## src/rtl/inep_pkg.sv

```systemverilog
package inep_pkg;
    localparam int FLAG_FREE  = 0;
    localparam int FLAG_FRAME = 1;
    localparam int FLAG_UNDER = 2;
    localparam int NFLAGS     = 3;

    typedef enum logic [1:0] {
        EV_NONE,
        EV_COMMIT,
        EV_ISO,
        EV_KILL
    } bank_ev_e;

    typedef struct packed {
        logic under;
        logic frame;
        logic free;
    } flag_set_t;

    function automatic logic advance(input logic ptr, input logic two);
        return ptr ^ two;
    endfunction
endpackage

```

## src/rtl/inep_frame_timer.sv

```systemverilog
module inep_frame_timer #(
    parameter int FNUM_W = 11,
    parameter int WIN_W  = 16
) (
    input  logic              clk,
    input  logic              rst,
    input  logic              sof_in,
    input  logic [FNUM_W-1:0] sof_fnum,
    input  logic [WIN_W-1:0]  window,
    output logic              sof_tick,
    output logic [FNUM_W-1:0] frame_num
);
    logic             armed;
    logic [WIN_W-1:0] cnt;
    logic             pseudo;

    assign pseudo   = armed && (window != '0) && !sof_in && (cnt == window - WIN_W'(1));
    assign sof_tick = sof_in | pseudo;

    always_ff @(posedge clk) begin
        if (rst) begin
            armed     <= 1'b0;
            cnt       <= '0;
            frame_num <= '0;
        end else if (sof_in) begin
            armed     <= 1'b1;
            cnt       <= '0;
            frame_num <= sof_fnum;
        end else if (pseudo) begin
            cnt       <= '0;
            frame_num <= frame_num + FNUM_W'(1);
        end else if (armed) begin
            cnt <= cnt + WIN_W'(1);
        end
    end
endmodule

```

## src/rtl/inep_irq_flags.sv

```systemverilog
module inep_irq_flags #(
    parameter int N = 3
) (
    input  logic         clk,
    input  logic         rst,
    input  logic [N-1:0] set,
    input  logic [N-1:0] clr,
    input  logic [N-1:0] en,
    output logic [N-1:0] flags,
    output logic         irq
);
    always_ff @(posedge clk) begin
        if (rst) flags <= '0;
        else     flags <= (flags & ~clr) | set;
    end

    assign irq = |(flags & en);
endmodule

```

## src/rtl/inep_bank_fsm.sv

```systemverilog
module inep_bank_fsm
    import inep_pkg::*;
#(
    parameter int DATA_W    = 8,
    parameter int PKT_BYTES = 8
) (
    input  logic              clk,
    input  logic              rst,
    input  logic              dual,
    input  logic              iso,
    input  logic              wr_en,
    input  logic [DATA_W-1:0] wr_data,
    input  logic              commit,
    input  logic              kill_req,
    input  logic              rd_en,
    input  logic              done,
    input  logic              sof_tick,
    output logic [DATA_W-1:0] rd_data,
    output logic              rd_valid,
    output logic              wr_allowed,
    output logic [1:0]        busy_banks,
    output logic              kill_busy,
    output logic              free_set,
    output logic              under_set
);
    localparam int CNT_W = $clog2(PKT_BYTES + 1);
    localparam int IDX_W = $clog2(PKT_BYTES);

    logic [DATA_W-1:0] mem [0:1][0:PKT_BYTES-1];
    logic [CNT_W-1:0]  len [0:1];
    logic [1:0]        full, nxt_full;
    logic              wr_ptr, rd_ptr, nxt_wp, nxt_rp;
    logic [CNT_W-1:0]  wcnt, ridx;
    logic              last_bank, done_ok, rd_ok, do_write;
    bank_ev_e          ev;

    assign last_bank  = dual ? ~wr_ptr : wr_ptr;
    assign wr_allowed = !full[wr_ptr] && (wcnt < CNT_W'(PKT_BYTES)) && !kill_busy;
    assign do_write   = wr_en && wr_allowed && (ev == EV_NONE);
    assign busy_banks = {1'b0, full[0]} + {1'b0, full[1]};

    always_comb begin
        ev = EV_NONE;
        if (kill_busy)                       ev = EV_KILL;
        else if (iso && sof_tick)            ev = EV_ISO;
        else if (!iso && commit && !full[wr_ptr]) ev = EV_COMMIT;
    end

    assign done_ok   = done && full[rd_ptr] && (ev == EV_NONE || ev == EV_COMMIT);
    assign rd_ok     = rd_en && full[rd_ptr] && !kill_busy;
    assign under_set = rd_en && !full[rd_ptr] && !kill_busy;

    always_comb begin
        nxt_full = full;
        nxt_wp   = wr_ptr;
        nxt_rp   = rd_ptr;
        case (ev)
            EV_KILL: begin
                if (full[last_bank]) begin
                    nxt_full[last_bank] = 1'b0;
                    nxt_wp              = last_bank;
                end
            end
            EV_ISO: begin
                nxt_full[wr_ptr] = full[wr_ptr] | (wcnt != '0);
                if (dual) begin
                    nxt_full[~wr_ptr] = 1'b0;
                    nxt_wp            = ~wr_ptr;
                    nxt_rp            = wr_ptr;
                end
            end
            EV_COMMIT: begin
                nxt_full[wr_ptr] = 1'b1;
                nxt_wp           = advance(wr_ptr, dual);
            end
            default: ;
        endcase
        if (done_ok) begin
            nxt_full[rd_ptr] = 1'b0;
            nxt_rp           = advance(rd_ptr, dual);
        end
    end

    assign free_set = (ev == EV_COMMIT || done_ok) && !nxt_full[nxt_wp];

    always_ff @(posedge clk) begin
        if (do_write) mem[wr_ptr][wcnt[IDX_W-1:0]] <= wr_data;
    end

    always_ff @(posedge clk) begin
        if (rst) begin
            full      <= '0;
            wr_ptr    <= 1'b0;
            rd_ptr    <= 1'b0;
            wcnt      <= '0;
            ridx      <= '0;
            kill_busy <= 1'b0;
            rd_valid  <= 1'b0;
            rd_data   <= '0;
            len[0]    <= '0;
            len[1]    <= '0;
        end else begin
            full      <= nxt_full;
            wr_ptr    <= nxt_wp;
            rd_ptr    <= nxt_rp;
            kill_busy <= kill_busy ? 1'b0 : kill_req;
            rd_valid  <= 1'b0;
            if (ev == EV_COMMIT || ev == EV_ISO) begin
                len[wr_ptr] <= wcnt;
                wcnt        <= '0;
            end else if (ev == EV_KILL) begin
                wcnt <= '0;
            end else if (do_write) begin
                wcnt <= wcnt + CNT_W'(1);
            end
            if (rd_ok && (ridx < len[rd_ptr])) begin
                rd_data  <= mem[rd_ptr][ridx[IDX_W-1:0]];
                rd_valid <= 1'b1;
                ridx     <= ridx + CNT_W'(1);
            end
            if ((nxt_rp != rd_ptr) || (full[rd_ptr] && !nxt_full[rd_ptr])) ridx <= '0;
        end
    end
endmodule

```

## src/rtl/inep_bank_ctrl.sv

```systemverilog
module inep_bank_ctrl
    import inep_pkg::*;
#(
    parameter int DATA_W    = 8,
    parameter int PKT_BYTES = 8,
    parameter int FNUM_W    = 11,
    parameter int WIN_W     = 16
) (
    input  logic              clk,
    input  logic              rst,
    input  logic              dual_bank,
    input  logic              iso_mode,
    input  logic              cpu_wr_en,
    input  logic [DATA_W-1:0] cpu_wr_data,
    input  logic              cpu_commit,
    input  logic              kill_req,
    input  logic              host_rd_en,
    input  logic              host_done,
    input  logic              sof_in,
    input  logic [FNUM_W-1:0] sof_fnum,
    input  logic [WIN_W-1:0]  sof_window,
    input  logic [NFLAGS-1:0] irq_en,
    input  logic [NFLAGS-1:0] irq_clr,
    output logic [DATA_W-1:0] host_rd_data,
    output logic              host_rd_valid,
    output logic              wr_allowed,
    output logic [1:0]        busy_banks,
    output logic              kill_busy,
    output logic [NFLAGS-1:0] flags,
    output logic [FNUM_W-1:0] frame_num,
    output logic              irq
);
    logic      sof_tick;
    flag_set_t set_ev;

    inep_frame_timer #(.FNUM_W(FNUM_W), .WIN_W(WIN_W)) u_timer (
        .clk(clk), .rst(rst), .sof_in(sof_in), .sof_fnum(sof_fnum),
        .window(sof_window), .sof_tick(sof_tick), .frame_num(frame_num)
    );

    inep_bank_fsm #(.DATA_W(DATA_W), .PKT_BYTES(PKT_BYTES)) u_banks (
        .clk(clk), .rst(rst), .dual(dual_bank), .iso(iso_mode),
        .wr_en(cpu_wr_en), .wr_data(cpu_wr_data), .commit(cpu_commit),
        .kill_req(kill_req), .rd_en(host_rd_en), .done(host_done),
        .sof_tick(sof_tick), .rd_data(host_rd_data), .rd_valid(host_rd_valid),
        .wr_allowed(wr_allowed), .busy_banks(busy_banks), .kill_busy(kill_busy),
        .free_set(set_ev.free), .under_set(set_ev.under)
    );

    assign set_ev.frame = sof_tick;

    inep_irq_flags #(.N(NFLAGS)) u_flags (
        .clk(clk), .rst(rst), .set(set_ev), .clr(irq_clr), .en(irq_en),
        .flags(flags), .irq(irq)
    );
endmodule

```

## config.mk

```make
export PLATFORM = sky130hd
export DESIGN_NAME = inep_bank_ctrl
export DESIGN_NICKNAME = d
export VERILOG_FILES = /design/src/rtl/inep_pkg.sv /design/src/rtl/inep_frame_timer.sv /design/src/rtl/inep_irq_flags.sv /design/src/rtl/inep_bank_fsm.sv /design/src/rtl/inep_bank_ctrl.sv
export SDC_FILE = /design/constraint.sdc
export NUM_CORES = 1
export LEC_CHECK = 0
export BUFFER_PORTS_ARGS = -buffer_cell sky130_fd_sc_hd__buf_2
export CAP_MARGIN = 10
export CORE_MARGIN = 1
export CORE_UTILIZATION = 45
export CTS_CLUSTER_DIAMETER = 30
export DETAILED_ROUTE_END_ITERATION = 10
export PLACE_DENSITY = 0.66
export SYNTH_ARGS = -nofsm -noshare
export SYNTH_HDL_FRONTEND = slang
export SYNTH_SLANG_ARGS = --single-unit
```

## constraint.sdc

```tcl
create_clock -name clk -period 4.1 [get_ports clk]
set_clock_uncertainty 0.15 [all_clocks]
set_input_delay 0.615 -clock clk [delete_from_list [all_inputs] [get_ports clk]]
set_output_delay 0.615 -clock clk [all_outputs]
set_load 0.01 [all_outputs]
```

=== Yosys cells after proc, flatten, opt, wreduce, memory -nomap -nowiden ===
Memories as Yosys holds them, arrays and structs flattened. A register that Yosys moved wholly into a read port is not among the register bits.
Index checks and enable logic that the tools add are counted.

* Memories: 2
* RAM bits: 136
* Register bits: 53
* Output and inout bits: 28
* Input bits: 51

{| class="wikitable"
|+ Memories
! memory !! words !! width !! rd ports !! clocked after Yosys merged registers in !! wr ports !! RTL line !! source
|-
| u_banks.mem || 2 || 64 || 1 || 1 || 1 || inep_bank_fsm.sv:29 || <nowiki>logic [DATA_W-1:0] mem [0:1][0:PKT_BYTES-1];</nowiki>
|-
| u_banks.len || 2 || 4 || 1 || 1 || 2 || inep_bank_fsm.sv:30 || <nowiki>logic [CNT_W-1:0] len [0:1];</nowiki>
|}

* $lt $le $gt $ge: 14
* Multiplexer cells: 52
* Reduce and logical (&&, ||, !) cells: 45
* $add $sub $neg: 6
* Bitwise operators: 18
* Equal/unequal tests: 5

{| class="wikitable"
|+ Operators by type and width
! cell !! number
|-
| $mux W64 || 1
|-
| $mux W1 || 31
|-
| $bmux W8 S3 || 1
|-
| $demux W8 S3 || 1
|-
| $logic_and A1 B1 Y1 || 24
|-
| $mux W8 || 3
|-
| $mux W11 || 2
|-
| $add A16 B1 Y16 const B || 1
|-
| $eq A16 B16 Y1 || 1
|-
| $reduce_bool A16 Y1 || 1
|-
| $sub A16 B1 Y16 const B || 1
|-
| $add A11 B1 Y11 const B || 1
|-
| $lt A1 B2 Y1 const B || 5
|-
| $mux W2 || 5
|-
| $reduce_or A3 Y1 || 3
|-
| $add A4 B1 Y4 const B || 2
|-
| $ge A4 B4 Y1 const B || 2
|-
| $not A3 Y4 || 2
|-
| $logic_not A1 Y1 || 7
|-
| $and A2 B2 Y2 || 3
|-
| $and A3 B3 Y3 || 2
|-
| $not A2 Y2 || 3
|-
| $pmux W2 S3 || 1
|-
| $demux W1 S1 || 4
|-
| other kinds (23) || 33
|}

=== Longest topological paths before layout ===
* Word-level depth: 18
* Gate-level depth with buffers: 18
* Mapped depth without buffers: 18

=== By module ===
From an unflattened synthesis, not the netlist that was laid out.

* Cell total of the unflattened synthesis: 676
* Area, all modules: 8,838.5 um^2

{| class="wikitable"
|+ Modules (own cells, without submodules)
! module !! seq. area each (um^2) !! instances !! cells an instance !! area an instance (um^2)
|-
| inep_bank_fsm || 4,524.3 || 1 || 406 || 6,602.6
|-
| inep_frame_timer || 560.5 || 1 || 256 || 2,117.0
|-
| inep_irq_flags || 60.1 || 1 || 14 || 118.9
|}

=== Worst setup path after synthesis ===
No wires, ideal clock.

* Kind: input to register
* Start point: input sof_window[4]
* End point: memory u_banks.mem[1][56] in the netlist's numbering (enable)
* Stages on the path: 15
* Arrival: 3,920 ps
* Path slack: -354 ps
* Required time: 3,567 ps
* Buffers on the path: 2
* Cells stage by stage: buf_6 > or4_4 > nor4b_4 > mux2_2 > o21bai_1 > nand2_1 > nand3_1 > nand2_1 > inv_1 > ha_1 > and3_1 > clkbuf_1 > and2_1 > nand2_1 > nor3_1

* Longest elaborated chain between the ends: 12
* Elaborated cells on any way between the ends: 14
* Classes of those cells: add/sub (1); eq/ne (1); mux (4); bitwise (1); reduce/logical (7)

{| class="wikitable"
|+ RTL lines
! what !! RTL line !! source
|-
| start, declared || inep_bank_ctrl.sv:21 || <nowiki>input logic [WIN_W-1:0] sof_window,</nowiki>
|-
| branches (longest 3 deep; another with $sub A16 B1 Y16) || n/a ||
|-
| $logic_and A1 B1 Y1 * || inep_frame_timer.sv:17 || <nowiki>assign pseudo = armed && (window != '0) && !sof_in && (cnt == window - WIN_W'(1));</nowiki>
|-
| $or A1 B1 Y1 * || inep_frame_timer.sv:18 || <nowiki>assign sof_tick = sof_in | pseudo;</nowiki>
|-
| $logic_and A1 B1 Y1 * || inep_bank_fsm.sv:45 || <nowiki>else if (iso && sof_tick) ev = EV_ISO;</nowiki>
|-
| $mux W2 * || inep_bank_fsm.sv:45 ||
|-
| $mux W2 * || inep_bank_fsm.sv:44 || <nowiki>if (kill_busy) ev = EV_KILL;</nowiki>
|-
| $logic_not A2 Y1 * || inep_bank_fsm.sv:39 || <nowiki>assign do_write = wr_en && wr_allowed && (ev == EV_NONE);</nowiki>
|-
| $logic_and A1 B1 Y1 * || inep_bank_fsm.sv:39 ||
|-
| $mux W1 * || inep_bank_fsm.sv:87 || <nowiki>if (do_write) mem[wr_ptr][wcnt[IDX_W-1:0]] <= wr_data;</nowiki>
|-
| $mux W64 (not written as such) * || inep_bank_fsm.sv:87 ||
|-
| end, declared || inep_bank_fsm.sv:29 ||
|}

Every way passes the cells marked *.

=== Worst setup path after layout ===
* Start point: input sof_window[5]
* End point: register u_flags.flags[0]

* Longest elaborated chain between the ends: 17
* Elaborated cells on any way between the ends: 26
* Classes of those cells: add/sub (1); eq/ne (4); mux (7); bitwise (3); reduce/logical (11)

{| class="wikitable"
|+ RTL lines
! what !! RTL line !! source
|-
| branches (longest 3 deep; another with $sub A16 B1 Y16) || n/a ||
|-
| $logic_and A1 B1 Y1 * || inep_frame_timer.sv:17 ||
|-
| $or A1 B1 Y1 * || inep_frame_timer.sv:18 ||
|-
| $logic_and A1 B1 Y1 * || inep_bank_fsm.sv:45 ||
|-
| $mux W2 * || inep_bank_fsm.sv:45 ||
|-
| $mux W2 * || inep_bank_fsm.sv:44 ||
|-
| $eq A2 B1 Y1, or another cell as far along || inep_bank_fsm.sv:49, inep_bank_fsm.sv:57, inep_bank_fsm.sv:84 ||
|-
| $pmux W2 S3 or $logic_or A1 B1 Y1 (tied branches) || inep_bank_fsm.sv:57, inep_bank_fsm.sv:49 ||
|-
| $and A2 B2 Y2 (no source line) or $logic_and A1 B1 Y1 (tied branches) || n/a ||
|-
| $mux W2 || inep_bank_fsm.sv:78 || <nowiki>if (done_ok) begin</nowiki>
|-
| $mux W1 (not written as such) (2 in a row) || inep_bank_fsm.sv:84 || <nowiki>assign free_set = (ev == EV_COMMIT || done_ok) && !nxt_full[nxt_wp];</nowiki>
|-
| $logic_not A1 Y1 || inep_bank_fsm.sv:84 ||
|-
| $logic_and A1 B1 Y1 * || inep_bank_fsm.sv:84 ||
|-
| $or A3 B3 Y3 * || inep_irq_flags.sv:14 || <nowiki>else flags <= (flags & ~clr) | set;</nowiki>
|-
| end signal, assigned || inep_irq_flags.sv:14 ||
|-
| end, declared || inep_irq_flags.sv:9 || <nowiki>output logic [N-1:0] flags,</nowiki>
|}

Every way passes the cells marked *. The select of a mux whose other input is x is not followed.
A chain may end at the register's enable or synchronous reset.

==> results.cfg <==
[finish]
fillers = 1592
finalNonFillerCells = 1049
layout_common_cells = 136 x edfxtp_1, 78 x buf_2, 70 x nor2_1
syn_to_final_growth_pct = 19.09
final_util = 0.5504
regArea_mm2 = 0.005146
multi_input_area_mm2 = 0.003453
diodes = 0
drive_gt1_frac = 0.3093
nets = 842
final_area_mm2 = 0.01040
final_common_cell = edfxtp_1

[route]
drc_errors = 0
firstDrtPassIters = 5
ant_nets = 0
drt_iter0_markers = 343
wl_per_cell_um = 17.90
vias = 5768
routed_wirelength_um = 18770
viasPerCell = 5.499

[worst_setup_path]
path_buf_inv = 3
worstSetupEndpointType = flip-flop
cp_slowest_cell = or4_4
path_cells = buf_2 > or4_4 > nor4b_4 > mux2_2 > o21bai_1 > nand2_1 > nand3_2 > nand2_2 > inv_1 > buf_4 > ha_1 > nand2b_1 > a21oi_1 > nor3_1 > a21oi_2 > or3_1 > a31oi_1 > a221oi_2
cp_slowest_stage_delay_ps = 550
worst-path-max-fanout = 4
startpoint_type = input pin
required_ps = 4230
cp.arrival_ps = 3950
critPathLaunch = sof_window[5]
r2r-start = u_timer.cnt[5]
critical_path_class = input pin to flip-flop
cp_top_family = simple AND/OR/NAND/NOR gates

[cts]
post_cts_buffers = 0
insertion_delay_ps = 430
cts_buffer_depth = 2
clk_pin_slew_ps = 70
ctsRootBufferMaster = clkbuf_16
postCtsHoldBufs = 0
cts_max_level = 4
numCtsBuffers = 17
cts_sinks = 189
cts_tree = built

[job]
maxCapViolCount = 0

[outcome]
status = finished clean

[timing]
period_needed_ps = 3820
hold_viol = 0
setup_tns_ps = 0
grt_setup_unrepaired = false
max_freq_ghz = 0.2618
fin_ws_ps = 280.1
whs_ps = 287.2
tightestPinTransition_ps = 765.7
period_share = 0.9317
slew_headroom = 0.4876
drv_slew = 0
setup_viol = 0

[global_routing]
grt_max_degree = 37
grt-ovfl-total = 0
use_met1 = 0.2623
met3_usage = 0.03004
antenna_found_initial = 0
grt_pass1_vias = 5921
grt_usage = 0.1983
grt_pass1_wl_um = 30270
top_usage_layer = met2
use_met2 = 0.3351

[floorplanning]
die_area_mm2 = 0.01997
die_width_um = 141.3
io_pins = 79
rows = 50
core_area_mm2 = 0.01889
die_h_um = 141.3
start_util = 0.4622

[power]
switching_share = 0.2438
seqPwrFrac = 0.518
vdd_ir_drop_max_uv = 299.8
p_switching_mw = 0.9880
p_int_mw = 3.065
powerDensity_mw_per_mm2 = 389.8
p_leak_nw = 3.734
p_comb_frac = 0.089
p_total_mw = 4.053
power_frac_clock = 0.394

[placement]
dp_cells = 1017
place_congestion = 0.9005
place_hpwl_um = 13170
placed_area_mm2 = 0.009769
pre_cts_ws_ps = -385.0
portBuffers = 78

[logic_synthesis]
ys_types = 67
synth_seq_cells = 189
ys_warn_count = 0
synth_flop_cell = edfxtp_1
ys_seq_area_frac = 0.5892
syn_area_mm2 = 0.008732
syn-mean-instance-area_um2 = 13.37
async_flop_share = 0
synth_nets = 719
synth-edff-count = 136
netlist_instances = 653

[hold_path]
hold_start = kill_req
hold_path.class = input pin to flip-flop
-- sequential cells by signal, summed over array words and instances, names as in the netlist --
name and cells:
u_banks.mem 128, u_timer.cnt 16, u_timer.frame_num 11, u_banks.len 8, u_banks.rd_data 8, u_banks.ridx 4
u_banks.wcnt 4, u_flags.flags 3, u_banks.full 2, u_banks.kill_busy 1, u_banks.rd_ptr 1, u_banks.rd_valid 1
u_banks.wr_ptr 1, u_timer.armed 1
-- final timing paths --
kind	to	slack, ps	cells past startpoint
worst min register to register	u_banks.rd_data[0]	350	2
worst min-delay path	u_banks.kill_busy	290	2
worst max register to register	u_flags.flags[0]	430	16
worst max-delay path	u_flags.flags[0]	280	18
-- worst reg2reg max path, delay by kind of cell (launching register included) --
kind	cells	cell delay, ps
flops	1	440
buf+inv	3	330
fa+ha+maj	1	220
simple gates	5	1230
compound gates	7	1210
-- area by class of cell --
type / count / area share
Multi-Input combinational cell: 416 / 0.3321
Sequential cell: 189 / 0.4949
Clock buffer: 18 / 0.04223
Timing Repair Buffer: 133 / 0.07845
Inverter: 19 / 0.006858
Clock inverter: 14 / 0.01420
Tap cell: 260 / 0.03128
-- cell usage after synthesis (3+ instances only) --
master / n / area (um2)
a21oi_1: 20 / 100.1
nor3b_1: 7 / 52.55
clkbuf_1: 19 / 71.32
a31oi_1: 3 / 18.77
o21ai_0: 10 / 50.05
nor2b_1: 9 / 56.30
nor3_1: 21 / 105.1
dfxtp_1: 53 / 1061
nand3_1: 15 / 75.07
o21a_1: 5 / 37.54
nand3b_1: 3 / 22.52
a41oi_1: 3 / 26.28
a2bb2oi_1: 3 / 26.28
buf_1: 4 / 15.01
nand2_1: 33 / 123.9
and2_1: 7 / 43.79
nand2b_1: 10 / 62.56
edfxtp_1: 136 / 4084
mux2i_1: 19 / 190.2
a32oi_1: 4 / 35.03
inv_1: 19 / 71.32
buf_2: 3 / 15.01
nor2_1: 74 / 277.8
xnor2_1: 17 / 148.9
mux4_2: 40 / 900.9
a221oi_1: 3 / 26.28
or3_1: 4 / 25.02
nand4_1: 7 / 43.79
ha_1: 15 / 187.7
and3_1: 10 / 62.56
nor4_1: 6 / 37.54
xor2_1: 25 / 219.0
or4_1: 4 / 30.03
-- power by group through the flow --
stage | clock network, mW | registers [mW] | logic [mW]
after floorplan | 0 | 2.14 | 0.212
after global placement | 0 | 2.14 | 0.341
after detailed placement | 0 | 2.14 | 0.354
after CTS | 1.63 | 2.10 | 0.355
after global routing | 1.68 | 2.10 | 0.393
final | 1.60 | 2.10 | 0.359
-- logic make-up (layout without fill, tap and decap cells) --
family,Yosys count,after routing,share of synthesized area
AND/OR/NAND/NOR,225,225,0.1360
flip-flops,189,189,0.5892
AO/OA/AOI/OAI,73,73,0.05961
multiplexers,61,61,0.1275
buffers and inverters,48,184,0.02407
XOR/XNOR,42,42,0.04213
adder cells (fa/ha/maj),15,15,0.02149
-- routing by layer --
layer	wire length (um)	part of all wire
met3	831	0.044
met2	9193	0.49
met5	0	0
met1	8453	0.45
met4	297	0.016
-- what timing repair did --
item	in CTS	in global routing
endpoints found under the setup margin	0	49
gates resized for setup	0	10
endpoints found under the hold margin	0	0
Note: power is estimated with default switching activity, not from simulation.
